===== src/rtl/srx_pkg.sv =====
package srx_pkg;

   typedef enum logic [1:0] {
      PAR_NONE = 2'd0,
      PAR_EVEN = 2'd1,
      PAR_ODD  = 2'd2,
      PAR_FREE = 2'd3
   } par_mode_e;

   typedef enum logic [2:0] {
      ST_IDLE,
      ST_START,
      ST_DATA,
      ST_PAR,
      ST_STOP
   } rx_state_e;

   localparam int ERR_PAR = 0;
   localparam int ERR_FRM = 1;
   localparam int ERR_OVR = 2;
   localparam int ERR_W   = 3;

endpackage


===== src/rtl/srx_arm.sv =====
module srx_arm (
   input  logic clk,
   input  logic rst_n,
   input  logic power_en,
   input  logic rx_en,
   output logic armed
);
   logic pwr_q;
   logic rxe_q;

   always_ff @(posedge clk) begin
      if (!rst_n) begin
         pwr_q <= 1'b0;
         rxe_q <= 1'b0;
         armed <= 1'b0;
      end else begin
         pwr_q <= power_en;
         rxe_q <= rx_en;
         if (!power_en || !rx_en)
            armed <= 1'b0;
         else if (!rxe_q && pwr_q)
            armed <= 1'b1;
      end
   end

   AST_ARM_ORDER: assert property (@(posedge clk) disable iff (!rst_n)
      $rose(armed) |-> $past(pwr_q) && !$past(rxe_q));

endmodule


===== src/rtl/srx_bit_timer.sv =====
module srx_bit_timer #(
   parameter int DIV_W = 5,
   localparam int CNT_W = DIV_W + 1
) (
   input  logic             clk,
   input  logic             rst_n,
   input  logic             run,
   input  logic             clr,
   input  logic [DIV_W-1:0] half_div,
   output logic             at_half,
   output logic             at_full
);
   logic [CNT_W-1:0] cnt;

   always_ff @(posedge clk) begin
      if (!rst_n)
         cnt <= '0;
      else if (clr)
         cnt <= CNT_W'(1);
      else if (run)
         cnt <= cnt + CNT_W'(1);
   end

   assign at_half = (cnt == {1'b0, half_div});
   assign at_full = (cnt == {half_div, 1'b0});

endmodule


===== src/rtl/srx_frame_fsm.sv =====
module srx_frame_fsm
   import srx_pkg::*;
#(
   parameter int DATA_W = 8,
   parameter bit PAR_EN = 1'b1,
   localparam int IDX_W = (DATA_W > 1) ? $clog2(DATA_W) : 1
) (
   input  logic              clk,
   input  logic              rst_n,
   input  logic              armed,
   input  logic [1:0]        par_mode,
   input  logic              rxd,
   input  logic              at_half,
   input  logic              at_full,
   output logic              cnt_clr,
   output logic              cnt_run,
   output logic              frame_done,
   output logic [DATA_W-1:0] frame_data,
   output logic              par_err,
   output logic              frm_err
);
   rx_state_e         state;
   logic              rxd_prev;
   logic [IDX_W-1:0]  idx;
   logic [DATA_W-1:0] shreg;
   logic              par_bit;
   logic              par_on;
   logic              par_bad;

   generate
      if (PAR_EN) begin : g_par
         par_mode_e mode;
         assign mode    = par_mode_e'(par_mode);
         assign par_on  = (mode != PAR_NONE);
         assign par_bad = (mode == PAR_EVEN) ? ( (^shreg) ^ par_bit) :
                          (mode == PAR_ODD)  ? ~((^shreg) ^ par_bit) : 1'b0;
      end else begin : g_nopar
         logic unused_mode;
         assign unused_mode = ^par_mode;
         assign par_on  = 1'b0;
         assign par_bad = 1'b0;
      end
   endgenerate

   assign cnt_run    = (state != ST_IDLE);
   assign frame_data = shreg;

   always_comb begin
      cnt_clr = 1'b0;
      case (state)
         ST_IDLE:  cnt_clr = armed && rxd_prev && !rxd;
         ST_START: cnt_clr = at_half;
         default:  cnt_clr = at_full;
      endcase
   end

   always_ff @(posedge clk) begin
      if (!rst_n) begin
         state      <= ST_IDLE;
         rxd_prev   <= 1'b1;
         idx        <= '0;
         shreg      <= '0;
         par_bit    <= 1'b0;
         frame_done <= 1'b0;
         par_err    <= 1'b0;
         frm_err    <= 1'b0;
      end else begin
         rxd_prev   <= rxd;
         frame_done <= 1'b0;
         if (!armed) begin
            state <= ST_IDLE;
         end else begin
            case (state)
               ST_IDLE:
                  if (rxd_prev && !rxd) state <= ST_START;
               ST_START:
                  if (at_half) begin
                     idx   <= '0;
                     state <= rxd ? ST_IDLE : ST_DATA;
                  end
               ST_DATA:
                  if (at_full) begin
                     shreg <= {rxd, shreg[DATA_W-1:1]};
                     if (idx == IDX_W'(DATA_W - 1))
                        state <= par_on ? ST_PAR : ST_STOP;
                     else
                        idx <= idx + IDX_W'(1);
                  end
               ST_PAR:
                  if (at_full) begin
                     par_bit <= rxd;
                     state   <= ST_STOP;
                  end
               ST_STOP:
                  if (at_full) begin
                     frame_done <= 1'b1;
                     frm_err    <= !rxd;
                     par_err    <= par_on && par_bad;
                     state      <= ST_IDLE;
                  end
               default: state <= ST_IDLE;
            endcase
         end
      end
   end

   AST_GLITCH_TO_IDLE: assert property (@(posedge clk) disable iff (!rst_n)
      (armed && state == ST_START && at_half && rxd) |=> state == ST_IDLE);
   AST_DISARM_IDLE: assert property (@(posedge clk) disable iff (!rst_n)
      !armed |=> state == ST_IDLE);
   AST_FRM_LOW_STOP: assert property (@(posedge clk) disable iff (!rst_n)
      frame_done |-> frm_err == !$past(rxd));

endmodule


===== src/rtl/srx_rx_buffer.sv =====
module srx_rx_buffer
   import srx_pkg::*;
#(
   parameter int DATA_W = 8
) (
   input  logic              clk,
   input  logic              rst_n,
   input  logic              power_en,
   input  logic              frame_done,
   input  logic [DATA_W-1:0] frame_data,
   input  logic              par_err,
   input  logic              frm_err,
   input  logic              rd_strobe,
   output logic [DATA_W-1:0] rx_buf,
   output logic [ERR_W-1:0]  err_stat,
   output logic              irq_done,
   output logic              irq_err
);
   logic full;

   always_ff @(posedge clk) begin
      if (!rst_n) begin
         full     <= 1'b0;
         rx_buf   <= '0;
         err_stat <= '0;
         irq_done <= 1'b0;
         irq_err  <= 1'b0;
      end else begin
         irq_done <= 1'b0;
         irq_err  <= 1'b0;
         if (!power_en) begin
            full     <= 1'b0;
            rx_buf   <= '0;
            err_stat <= '0;
         end else begin
            if (rd_strobe) begin
               full     <= 1'b0;
               err_stat <= '0;
            end
            if (frame_done) begin
               if (full && !rd_strobe) begin
                  err_stat[ERR_OVR] <= 1'b1;
                  irq_err           <= 1'b1;
               end else begin
                  rx_buf            <= frame_data;
                  full              <= 1'b1;
                  err_stat          <= '0;
                  err_stat[ERR_PAR] <= par_err;
                  err_stat[ERR_FRM] <= frm_err;
                  irq_done          <= !(par_err || frm_err);
                  irq_err           <= par_err || frm_err;
               end
            end
         end
      end
   end

   AST_OVR_HOLDS_BUF: assert property (@(posedge clk) disable iff (!rst_n)
      (power_en && full && frame_done && !rd_strobe) |=> $stable(rx_buf) && err_stat[ERR_OVR]);
   AST_READ_CLEARS: assert property (@(posedge clk) disable iff (!rst_n)
      (rd_strobe && !frame_done) |=> err_stat == '0);
   AST_DONE_PULSE: assert property (@(posedge clk) disable iff (!rst_n)
      irq_done |=> !irq_done);
   AST_PWR_CLEARS: assert property (@(posedge clk) disable iff (!rst_n)
      !power_en |=> rx_buf == '0 && err_stat == '0);

endmodule


===== src/rtl/serial_rx_core.sv =====
module serial_rx_core
   import srx_pkg::*;
#(
   parameter int DATA_W = 8,
   parameter int DIV_W  = 5,
   parameter bit PAR_EN = 1'b1
) (
   input  logic              clk,
   input  logic              rst_n,
   input  logic              power_en,
   input  logic              rx_en,
   input  logic [DIV_W-1:0]  baud_div,
   input  logic [1:0]        par_mode,
   input  logic              rxd,
   input  logic              rd_strobe,
   output logic [DATA_W-1:0] rx_buf,
   output logic [2:0]        err_stat,
   output logic              irq_done,
   output logic              irq_err
);
   initial begin
      assert (DATA_W >= 5 && DATA_W <= 9) else $fatal(1, "DATA_W out of range");
      assert (DIV_W >= 2 && DIV_W <= 8) else $fatal(1, "DIV_W out of range");
   end

   logic              armed;
   logic              cnt_clr;
   logic              cnt_run;
   logic              at_half;
   logic              at_full;
   logic              frame_done;
   logic [DATA_W-1:0] frame_data;
   logic              par_err;
   logic              frm_err;

   srx_arm u_arm (
      .clk      (clk),
      .rst_n    (rst_n),
      .power_en (power_en),
      .rx_en    (rx_en),
      .armed    (armed)
   );

   srx_bit_timer #(.DIV_W(DIV_W)) u_timer (
      .clk      (clk),
      .rst_n    (rst_n),
      .run      (cnt_run),
      .clr      (cnt_clr),
      .half_div (baud_div),
      .at_half  (at_half),
      .at_full  (at_full)
   );

   srx_frame_fsm #(.DATA_W(DATA_W), .PAR_EN(PAR_EN)) u_fsm (
      .clk        (clk),
      .rst_n      (rst_n),
      .armed      (armed),
      .par_mode   (par_mode),
      .rxd        (rxd),
      .at_half    (at_half),
      .at_full    (at_full),
      .cnt_clr    (cnt_clr),
      .cnt_run    (cnt_run),
      .frame_done (frame_done),
      .frame_data (frame_data),
      .par_err    (par_err),
      .frm_err    (frm_err)
   );

   srx_rx_buffer #(.DATA_W(DATA_W)) u_buf (
      .clk        (clk),
      .rst_n      (rst_n),
      .power_en   (power_en),
      .frame_done (frame_done),
      .frame_data (frame_data),
      .par_err    (par_err),
      .frm_err    (frm_err),
      .rd_strobe  (rd_strobe),
      .rx_buf     (rx_buf),
      .err_stat   (err_stat),
      .irq_done   (irq_done),
      .irq_err    (irq_err)
   );

endmodule


===== config.mk =====
export PLATFORM = sky130hd
export DESIGN_NAME = serial_rx_core
export DESIGN_NICKNAME = d
export VERILOG_FILES = /design/src/rtl/srx_pkg.sv /design/src/rtl/srx_arm.sv /design/src/rtl/srx_bit_timer.sv /design/src/rtl/srx_frame_fsm.sv /design/src/rtl/srx_rx_buffer.sv /design/src/rtl/serial_rx_core.sv
export SDC_FILE = /design/constraint.sdc
export NUM_CORES = 1
export LEC_CHECK = 0
export BUFFER_PORTS_ARGS = -buffer_cell sky130_fd_sc_hd__buf_2
export CAP_MARGIN = 20
export CORE_MARGIN = 2
export CORE_UTILIZATION = 35
export DETAILED_ROUTE_END_ITERATION = 8
export SLEW_MARGIN = 20
export SYNTH_ARGS = -nofsm -noshare
export SYNTH_HDL_FRONTEND = slang
export SYNTH_HIERARCHICAL = 1
export SYNTH_SLANG_ARGS = --single-unit

===== constraint.sdc =====
create_clock -name clk -period 4.8 [get_ports clk]
set_clock_uncertainty 0.15 [all_clocks]
set_input_delay 0 -clock clk [delete_from_list [all_inputs] [get_ports clk]]
set_output_delay 0 -clock clk [all_outputs]
set_load 0.02 [all_outputs]

[Word-level counts from Yosys, hierarchy flattened]
Index checks and enable logic that the tools add are counted.
Operators by class
  $add $sub $neg: 2
  equal/unequal tests: 16
  mux-type cells: 27
  bitwise logic cells: 6
  reduce and logical (&&, ||, !) cells: 34
Operators by type and width (count)
  two-way mux 3 bit: 12
  one-hot mux 3 bit (5 select lines): 1
  AND reduction 3 bit: 5
  != test 2 x 1 -> 1 bit (second input constant): 6
  two-way mux 1 bit: 10
  nonzero test 2 bit: 4
  parity 8 bit: 1
  adder 6 x 1 -> 6 bit (second input constant): 1
  == test 3 x 2 -> 1 bit (second input constant): 2
  == test 3 bit (second input constant): 2
  == test 6 x 5 -> 1 bit: 1
  == test 6 bit: 1
  logical AND 1 bit: 6
  logical NOT 1 bit: 6
  one-hot mux 3 bit (2 select lines): 1
  AND reduction 2 bit: 3
  AND reduction 6 bit: 1
  NOT 1 bit: 5
  AND reduction 5 bit: 1
  two-way mux 2 bit: 2
  OR reduction 2 bit: 2
  OR reduction 4 bit: 1
  adder 3 x 1 -> 3 bit (second input constant): 1
  == test 3 x 1 -> 1 bit (second input constant): 1
  other kinds (8): 9
Storage, ports and cells
  register bits after elaboration: 42
  input bits: 13
  output and inout port bits: 13

[Logic depth before layout (Yosys ltp)]
Gate-level depths: netlist of run 1.
  depth after elaboration: 6
  depth in mapped cells: 10
  depth with buffers taken out: 8

[Cells and area by module]
The synthesis of run 1 kept the hierarchy.
Modules (own cells, without submodules)
  srx_frame_fsm: instances 1, cells an instance 103, area each 1073.5 um2
  srx_rx_buffer: instances 1, cells an instance 61, area each 575.6 um2
  srx_bit_timer: instances 1, cells an instance 42, area each 371.6 um2
  srx_arm: instances 1, cells an instance 7, area each 91.3 um2

[Least setup slack after synthesis of run 1]
Ideal clock, no wire load.
  kind: reg-to-reg
  from: reg u_timer.cnt[3]
  to: reg u_fsm.shreg[6] (netlist: u_fsm/frame_data[6])
  arrival: 1.948 ns
  path slack: 2.586 ns
  cell stages (with the launch flop): 11
  path buffers: 3
  period minus slack after synthesis: 2.214 ns
  path through: dfxtp_1 > clkbuf_1 > xnor2_1 > nand4_1 > nor3_1 > and2_1 > buf_2 > and2_4 > buf_12 > mux2i_1 > nor2b_1
Between the ends
  longest elaborated chain between the ends: 2
Ends and longest elaborated chain
  start: declaration: line srx_bit_timer.sv:13  | logic [CNT_W-1:0] cnt;
  start signal: assignment: line srx_bit_timer.sv:21  | cnt <= cnt + CNT_W'(1);
  == test 6 bit: line srx_bit_timer.sv:25  | assign at_full = (cnt == {half_div, 1'b0});
  net at_full: line serial_rx_core.sv:30  | logic at_full;
  AND reduction 3 bit (no line)
  end signal: assignment: line srx_frame_fsm.sv:83  | shreg <= {rxd, shreg[DATA_W-1:1]};
  end: declaration: line srx_frame_fsm.sv:25  | logic [DATA_W-1:0] shreg;
The timed path passes the listed nets, and every way through them passes these cells.
A chain may end at the register's enable or synchronous reset.

[Final worst setup path of run 1]
  from: reg u_timer.cnt[2]
  to: reg u_fsm.shreg[5] (netlist: u_fsm/frame_data[5])
Same word-level chain as after synthesis.

==> results of run 1 <==
## worst max-delay path: cells and delay by family, from the launching register on
kind,cells,cell delay (ns)
XOR/XNOR,1,0.15
AND/OR/NAND/NOR,5,1.33
flip-flops,1,0.46
multiplexers,1,0.20
## synthesized netlist by cell type (all sizes together)
master | number | area, um2
and3 | 1 | 6.260
ha | 3 | 37.54
xor2 | 6 | 52.55
nand4bb | 1 | 11.26
buf | 9 | 82.58
nand2b | 8 | 52.55
o211a | 2 | 20.02
o2111ai | 2 | 17.52
nand4 | 10 | 68.81
nand3 | 10 | 50.05
xnor3 | 2 | 45.04
o211ai | 1 | 7.510
dfxtp | 42 | 840.8
nand4b | 1 | 8.760
nand3b | 1 | 7.510
mux4 | 1 | 26.28
nand2 | 8 | 30.03
xor3 | 1 | 23.77
or2b | 1 | 7.510
xnor2 | 11 | 96.34
nor3b | 4 | 46.29
clkbuf | 2 | 7.510
o22ai | 1 | 6.260
and2b | 3 | 25.02
inv | 4 | 15.01
a32oi | 1 | 8.760
nor3 | 7 | 45.04
nor2 | 8 | 30.03
a21boi | 13 | 97.59
mux2i | 11 | 110.1
or3 | 2 | 12.51
a21oi | 6 | 33.78
and2 | 6 | 46.30
o21ai | 12 | 60.06
nor2b | 12 | 75.07
## through the flow
step / cell area (um2) / total power [mW]
5_1_grt: 2379 / 0.6392
3_3_place_gp: 2241 / 0.3847
2_1_floorplan: 2112 / 0.3735
4_1_cts: 2379 / 0.6160
6_report: 2379 / 0.6030
3_5_place_dp: 2241 / 0.3850
## state kept, by name, indices dropped and copies added, names as in the netlist
register	count
u_buf/rx_buf	8
u_fsm/frame_data	8
u_timer/cnt	6
u_buf/err_stat	3
u_fsm/idx	3
u_fsm/state	3
u_arm/armed	1
u_arm/pwr_q	1
u_arm/rxe_q	1
u_buf/full	1
u_buf/irq_done	1
u_buf/irq_err	1
u_fsm/frame_done	1
u_fsm/frm_err	1
u_fsm/par_bit	1
u_fsm/par_err	1
u_fsm/rxd_prev	1
## cells by family (layout without fill, tap and decap cells)
group | count (synthesis) | in the layout | share of synthesized area
compound gates | 38 | 38 | 0.1191
xor+xnor | 20 | 20 | 0.1031
fa+ha+maj | 3 | 3 | 0.01777
buf+inv | 15 | 42 | 0.04976
flops | 42 | 42 | 0.3981
mux | 12 | 12 | 0.06458
simple gates | 83 | 83 | 0.2476
## layout by cell type, fill, tap and decap left out, types with 2 or more instances in the layout
master and n:
nor2_1 8, nand2b_1 7, o21ai_0 10, clkinv_2 2
ha_1 3, a21oi_1 5, a21boi_1 13, nand2_1 8
nand4_1 9, inv_1 3, nor2b_1 12, buf_2 25
dfxtp_1 42, nor3_2 2, xnor3_1 2, o211a_1 2
and2_1 2, dlygate4sd3_1 5, o21ai_1 2, mux2i_1 11
nand3_1 10, and2b_1 2, and2_4 3, nor3b_1 2
clkbuf_8 5, xor2_1 6, xnor2_1 11, or3_1 2
o2111ai_1 2, nor3_1 5
## worst max path at each step
stage | startpoint | to | slack [ns] | cells after the start
after floorplan | u_timer/cnt[3] | u_fsm/frame_data[6] | 2.59 | 10
after global placement | u_timer/cnt[2] | u_fsm/frame_data[4] | 2.49 | 7
after detailed placement | u_timer/cnt[3] | u_fsm/frame_data[5] | 2.42 | 7
after CTS | u_timer/cnt[3] | u_fsm/frame_data[5] | 2.40 | 7
after global routing | u_timer/cnt[3] | u_fsm/frame_data[5] | 2.16 | 7
final | u_timer/cnt[2] | u_fsm/frame_data[5] | 2.40 | 7
## layout make-up
| type | count | area [um2] |
|---|---|---|
| timing repair buffer | 30 | 175.2 |
| clock buffer | 5 | 68.82 |
| clock inverter | 3 | 18.77 |
| multi-input combinational | 156 | 1166 |
| fill | 600 | 3507 |
| inverter | 4 | 15.01 |
| tap | 75 | 93.84 |
| sequential | 42 | 840.8 |
## layer usage
layer	up-vias	share of wire
li1	798	-
met1	693	0.52
met2	23	0.43
met3	5	0.038
met4	0	0.013
met5	-	0
## power breakdown
group / internal, mW / switching [mW] / total, mW
clock: 0.102 / 0.121 / 0.223
combinational: 0.0153 / 0.0137 / 0.0290
sequential: 0.350 / 0.000843 / 0.351
==> metrics, run 1 <==
vias=1519; gp weighted congestion=0.6942; kind of launch point of the worst setup path=flop; worst flop-to-flop path startpoint=u_timer/cnt[2]; Placed Cells=302; Critical Path Fanout Max=8; max-slew violations=0; worst path cell trace=xnor2_1, nand4_1, nor3_1, and2_1, and2_4, mux2i_1, nor2b_1; Final ANT Viol Nets=0; WP data required=4.84 ns; relative slew slack=0.5791; R2R Setup Slk=2.40 ns; Sink Count=42; starting density of the core=0.3588; final hold vios=0; global route total overflow=0; first-pass GRT wire length=6610 um; Final period util=0.4998; Worst R2R Path Depth=7; Leak=0.9095 nW; vias per inst=4.822; post-synth cell types=49; final std cells w/o fill=315; hold path depth=5; Min Hold Slack=0.05240 ns; syn_nets=229; CTS Buf Count=5; Die Footprint=6672 um2; Final Util=0.4041; outcome=finished, final reports clean; RSZ-0062 raised after global routing=false; clock tree buffer depth=2; vias in the first global route=1422; GR Util All Layers=0.1294; final-report setup violation count=0; max_cap viols=0; GRT met3 Usage=0.03187; hold endpoint=u_fsm/par_err; met2 usage=0.2025; Worst VDD drop=0.0001124 V; Area growth, synth to finish=12.62%; Crit Path Category=reg2reg; Routed WL=3904 um; post-route DRC violation count=0; Reg clk slew, reported paths=0.08 ns; yosys warns=6; crit path time final=2.399 ns; register area share after synthesis=0.3981; TritonRoute pass-1 iters=4; Skew-Pair Late Insertion Delay=0.29 ns; CTS tree=done; CTS resizes=0; dpl hpwl=2760 um; setup TNS=0 ns; share of cells above drive strength 1=0.1917; Cells after Synth=213; final net count=255; synthesized flop and latch total=42; met1 usage=0.1719; number of antenna diodes=0; largest net degree at the start of global routing=23; Worst-Margin Slew=0.6265 ns; core area=5886 um2; Final WS setup=2.401 ns; height of the die=81.68 um; f_max=416.8 MHz; initial antenna violation count=0; pre-CTS setup slack=2.422 ns; Mapped Area=2112 um2; busiest metal layer after global routing=met2; H-tree depth=2; r2r endpoint=u_fsm/frame_data[5]; Cell Pwr Density=253.5 nW/um2; Die Width=81.68 um; Worst Setup End Kind=flop; Post-CTS Setup Bufs=0; # hold bufs at CTS=5; Routed WL per cell=12.39 um; Worst Hold Launch=par_mode[0]; 1st-iter DRT viols=28; HP Class=in2reg; WP data arrival=2.44 ns; Synth Area per Inst=9.916 um2; crit-path max cell delay=0.54 ns; Port-buffer cells=25; Rows=28; # IOs=26; Slowest-stage cell, CP=nor3_1; clock root cell=clkbuf_8
No activity file was read; power rests on OpenSTA's default activity.
==> run 2, diff against run 1 <==
==> constraint.sdc (replaced) <==
create_clock -name clk -period 2.25 [get_ports clk]
set_clock_uncertainty 0.15 [all_clocks]
set_input_delay 0 -clock clk [delete_from_list [all_inputs] [get_ports clk]]
set_output_delay 0 -clock clk [all_outputs]
set_load 0.02 [all_outputs]
==> run 2 against run 1 <==
Cell area rose by 0.89%. Register-to-register slack got worse by 2.2 ns. Clock power rose by 110%. Critical path type unchanged.
==> metrics, run 2 (same netlist as run 1, synthesis figures left out) <==
pre-CTS setup slack=0.2250 ns; combinational share of power=0.048; CTS resizes=0; Final Util=0.4077; WP data arrival=2.07 ns; Crit Path Category=reg2reg; Critical Path Fanout Max=8; Worst R2R Path Depth=8; crit path to=u_fsm/frame_data[0]; worst path cell trace=xnor2_1, nand4_1, nor3_1, buf_4, and2_1, and2_4, mux2i_1, nor2b_1; kind of launch point of the worst setup path=flop; Cell Pwr Density=536.5 nW/um2; CTS Buf Count=5; Slowest-stage cell, CP=dfxtp_1; Final ANT Viol Nets=0; # IOs=26; delay-heaviest family, CP=simple AND/OR/NAND/NOR gates; Die Footprint=6672 um2; Rows=28; Buf+Inv Stages, Crit Path=1; final-report setup violation count=0; first-pass GRT wire length=6610 um; post-route DRC violation count=0; initial antenna violation count=0; Routed WL per cell=12.09 um; crit path time final=2.028 ns; sw frac=0.2249; Reg power frac=0.581; TritonRoute pass-1 iters=6; 1st-iter DRT viols=58; GR Util All Layers=0.1299; crit-path max cell delay=0.48 ns; FILL cells=582; Reg clk slew, reported paths=0.08 ns; Area growth, synth to finish=13.63%; RSZ-0062 raised after global routing=false; Pint=0.9979 mW; vias in the first global route=1395; Skew-Pair Late Insertion Delay=0.29 ns; Worst VDD drop=0.0002067 V; clock root cell=clkbuf_8; Final period util=0.9011; Final WS setup=0.2225 ns; gp weighted congestion=0.7674; Routed WL=3845 um; height of the die=81.68 um; Switch Pwr=0.2895 mW; vias=1547; HP Class=in2reg; f_max=493.2 MHz; R2R Setup Slk=0.22 ns; final hold vios=0; Port-buffer cells=25; # hold bufs at CTS=5; Worst path depth=8; WP data required=2.29 ns; Leak=0.9226 nW; Worst setup startpoint=u_timer/cnt[2]; post-route cell area=2400 um2; Worst Setup End Kind=flop; Post-CTS Setup Bufs=0; number of antenna diodes=0; outcome=finished, final reports clean; Die Width=81.68 um; Worst-Margin Slew=0.4441 ns; starting density of the core=0.3588; global route total overflow=0; max_cap viols=0; core area=5886 um2; setup TNS=0 ns; clock tree buffer depth=2; largest net degree at the start of global routing=23; Sink Count=42; clock power share=0.371; share of cells above drive strength 1=0.1975; dpl hpwl=2754 um; most frequent cells in the layout=dfxtp_1, buf_2, a21boi_1, nor2b_1; Total Power=1.287 mW; Area after DPL=2263 um2; commonest non-fill, non-tap cell in the layout=dfxtp_1; CTS tree=done; relative slew slack=0.7036; final net count=258; max-slew violations=0; vias per inst=4.865; H-tree depth=2; r2r endpoint=u_fsm/frame_data[0]; worst flop-to-flop path startpoint=u_timer/cnt[2]
-- run 2: cell count changes in the layout (fill, tap and decap cells not counted) --
cell / delta
buf_4: +3
clkbuf_1: +1
clkinv_2: -1
clkinv_4: +1
inv_6: -1
-- run 2: power by group through the flow --
| stage | sequential (mW) | clock, mW | combinational, mW |
|---|---|---|---|
| 6_report | 0.748 | 0.478 | 0.0615 |
| 5_1_grt | 0.749 | 0.534 | 0.0685 |
| 4_1_cts | 0.748 | 0.499 | 0.0628 |
| 3_5_place_dp | 0.766 | 0 | 0.0560 |
| 3_3_place_gp | 0.765 | 0 | 0.0559 |
| 2_1_floorplan | 0.765 | 0 | 0.0320 |
-- run 2: how the worst min path moves through the flow --
stage	from	endpoint	slack, ns	cells after the start
6_report	par_mode[0]	u_fsm/par_err	0.03	5
5_1_grt	par_mode[0]	u_fsm/par_err	0.08	5
4_1_cts	par_mode[0]	u_fsm/par_err	0.02	5
3_5_place_dp	rx_en	u_arm/rxe_q	0.09	2
3_3_place_gp	rx_en	u_arm/rxe_q	0.09	2
2_1_floorplan	rst_n	u_fsm/rxd_prev	-0.08	1
-- run 2: per-stage QoR --
step	instances	hold WS (ns)
after global routing	318	0.08215
final	318	0.03433
after floorplan	213	-0.07696
after detailed placement	305	0.08826
after global placement	305	0.08965
after CTS	318	0.02170
-- run 2: worst reg2reg max path: stages, from the launching register on --
cell and delay (ns):
dfxtp_1 0.48, xnor2_1 0.16, nand4_1 0.10, nor3_1 0.18, buf_4 0.17, and2_1 0.16
and2_4 0.24, mux2i_1 0.22, nor2b_1 0.06
-- run 2: per-layer routing --
layer  GRT usage  vias to the layer above  share of wire  wire length, um
met5           0                        -              0                0
li1            -                      812              -                -
met1      0.1715                      702           0.50             1904
met2      0.1959                       26           0.44             1703
met3     0.03736                        7          0.043              165
met4     0.06000                        0          0.019               72
-- run 2: cell type report --
type / count / area [um2] / area share
flip-flops and latches: 42 / 840.8 / 0.3504
repair buffers: 33 / 197.7 / 0.08238
clock buffers: 6 / 72.57 / 0.03024
clock inverters: 2 / 13.76 / 0.005735
multi-input cells: 156 / 1166 / 0.4859
inverters: 4 / 15.01 / 0.006257
well taps: 75 / 93.84 / 0.03910
==> run 3, diff against run 2 <==
--- a/config.mk
+++ b/config.mk
@@ -10,6 +10,7 @@
 export CORE_MARGIN = 2
 export CORE_UTILIZATION = 35
 export DETAILED_ROUTE_END_ITERATION = 8
+export HOLD_SLACK_MARGIN = 0.06
 export SLEW_MARGIN = 20
 export SYNTH_ARGS = -nofsm -noshare
 export SYNTH_HDL_FRONTEND = slang
==> run 3 against run 2 <==
Global-route usage rose by 0.12 points. Die area did not move. Worst hold slack improved by 0.13 ns. First-iteration DRC count rose by 5.2%. Critical endpoint unchanged.
==> metrics, run 3 (same netlist as run 1, synthesis figures left out) <==
Sink Count=42; HP Class=in2reg; clock root cell=clkbuf_8; dpl hpwl=2754 um; core area=5886 um2; combinational share of power=0.052; Pint=1.002 mW; WP data arrival=2.07 ns; clock tree buffer depth=2; vias=1562; Worst VDD drop=0.0002070 V; Port-buffer cells=25; # IOs=26; Worst Setup End Kind=flop; RSZ-0062 raised after global routing=false; H-tree depth=2; max_cap viols=0; initial antenna violation count=0; kind of launch point of the worst setup path=flop; gp weighted congestion=0.7674; outcome=finished, final reports clean; max-slew violations=0; vias per inst=4.851; most frequent cells in the layout=dfxtp_1, buf_2, a21boi_1, nor2b_1; starting density of the core=0.3588; commonest non-fill, non-tap cell in the layout=dfxtp_1; # hold bufs at CTS=9; number of antenna diodes=0; Leak=0.9422 nW; GR Util All Layers=0.1311; Final period util=0.9013; Routed WL per cell=12.02 um; CTS Buf Count=5; clock power share=0.370; R2R Setup Slk=0.22 ns; global route total overflow=0; Crit Path Category=reg2reg; relative slew slack=0.7036; TritonRoute pass-1 iters=6; sw frac=0.2252; f_max=493.1 MHz; 1st-iter DRT viols=61; share of cells above drive strength 1=0.1943; final hold vios=0; CTS tree=done; Worst-Margin Slew=0.4441 ns; Reg power frac=0.578; Cell Pwr Density=530.3 nW/um2; final-report setup violation count=0; Final WS setup=0.2221 ns; pre-CTS setup slack=0.2250 ns; Final ANT Viol Nets=0; Die Footprint=6672 um2; Rows=28; FILL cells=580; first-pass GRT wire length=6679 um; height of the die=81.68 um; Routed WL=3871 um; Reg clk slew, reported paths=0.08 ns; CTS resizes=0; WP data required=2.29 ns; Post-CTS Setup Bufs=0; setup TNS=0 ns; Skew-Pair Late Insertion Delay=0.29 ns; Switch Pwr=0.2914 mW; post-route DRC violation count=0; Die Width=81.68 um; Area growth, synth to finish=15.52%; crit path time final=2.028 ns; largest net degree at the start of global routing=23; vias in the first global route=1432; final net count=262; Critical Path Fanout Max=8
## run 3: cell type report
| type | count | area [um2] | area share |
|---|---|---|---|
| clock buffers | 6 | 72.57 | 0.02974 |
| inverters | 4 | 15.01 | 0.006154 |
| clock inverters | 2 | 13.76 | 0.005641 |
| repair buffers | 37 | 237.7 | 0.09744 |
| well taps | 75 | 93.84 | 0.03846 |
| flip-flops and latches | 42 | 840.8 | 0.3446 |
| multi-input cells | 156 | 1166 | 0.4779 |
## run 3: final timing paths
| check | from | end | cells after the start |
|---|---|---|---|
| worst max-delay path | u_timer/cnt[2] | u_fsm/frame_data[0] | 8 |
| worst min register to register | u_buf/rx_buf[3] | u_buf/rx_buf[3] | 2 |
| worst max register to register | u_timer/cnt[2] | u_fsm/frame_data[0] | 8 |
| worst min-delay path | baud_div[2] | u_fsm/state[1] | 6 |
## run 3: worst max-delay path: stages (launching register included)
cell	delay, ns
dfxtp_1	0.48
xnor2_1	0.16
nand4_1	0.10
nor3_1	0.18
buf_4	0.17
and2_1	0.16
and2_4	0.24
mux2i_1	0.22
nor2b_1	0.06
## run 3: routing by layer
layer | routed length (um) | GRT usage
met5 | 0 | 0
met4 | 72 | 0.06000
met3 | 160 | 0.03626
met2 | 1728 | 0.2008
met1 | 1910 | 0.1715
## run 3: power groups by stage
stage | combinational (mW) | sequential (mW) | clock [mW]
after floorplan | 0.0320 | 0.765 | 0
after global placement | 0.0559 | 0.765 | 0
after detailed placement | 0.0560 | 0.766 | 0
after CTS | 0.0679 | 0.748 | 0.499
after global routing | 0.0744 | 0.749 | 0.534
final | 0.0668 | 0.748 | 0.479
## run 3: stage by stage
| stage | hold WS [ns] | utilization | area (um2) | power, mW | instances |
|---|---|---|---|---|---|
| finish | 0.1648 | 0.4145 | 2440 | 1.294 | 322 |
| global route | 0.2120 | 0.4145 | 2440 | 1.357 | 322 |
| CTS | 0.1581 | 0.4145 | 2440 | 1.314 | 322 |
| detailed placement | 0.08826 | 0.3846 | 2263 | 0.8215 | 305 |
| global placement | 0.08965 | 0.3846 | 2263 | 0.8212 | 305 |
| floorplan | -0.07696 | - | 2112 | 0.7967 | 213 |
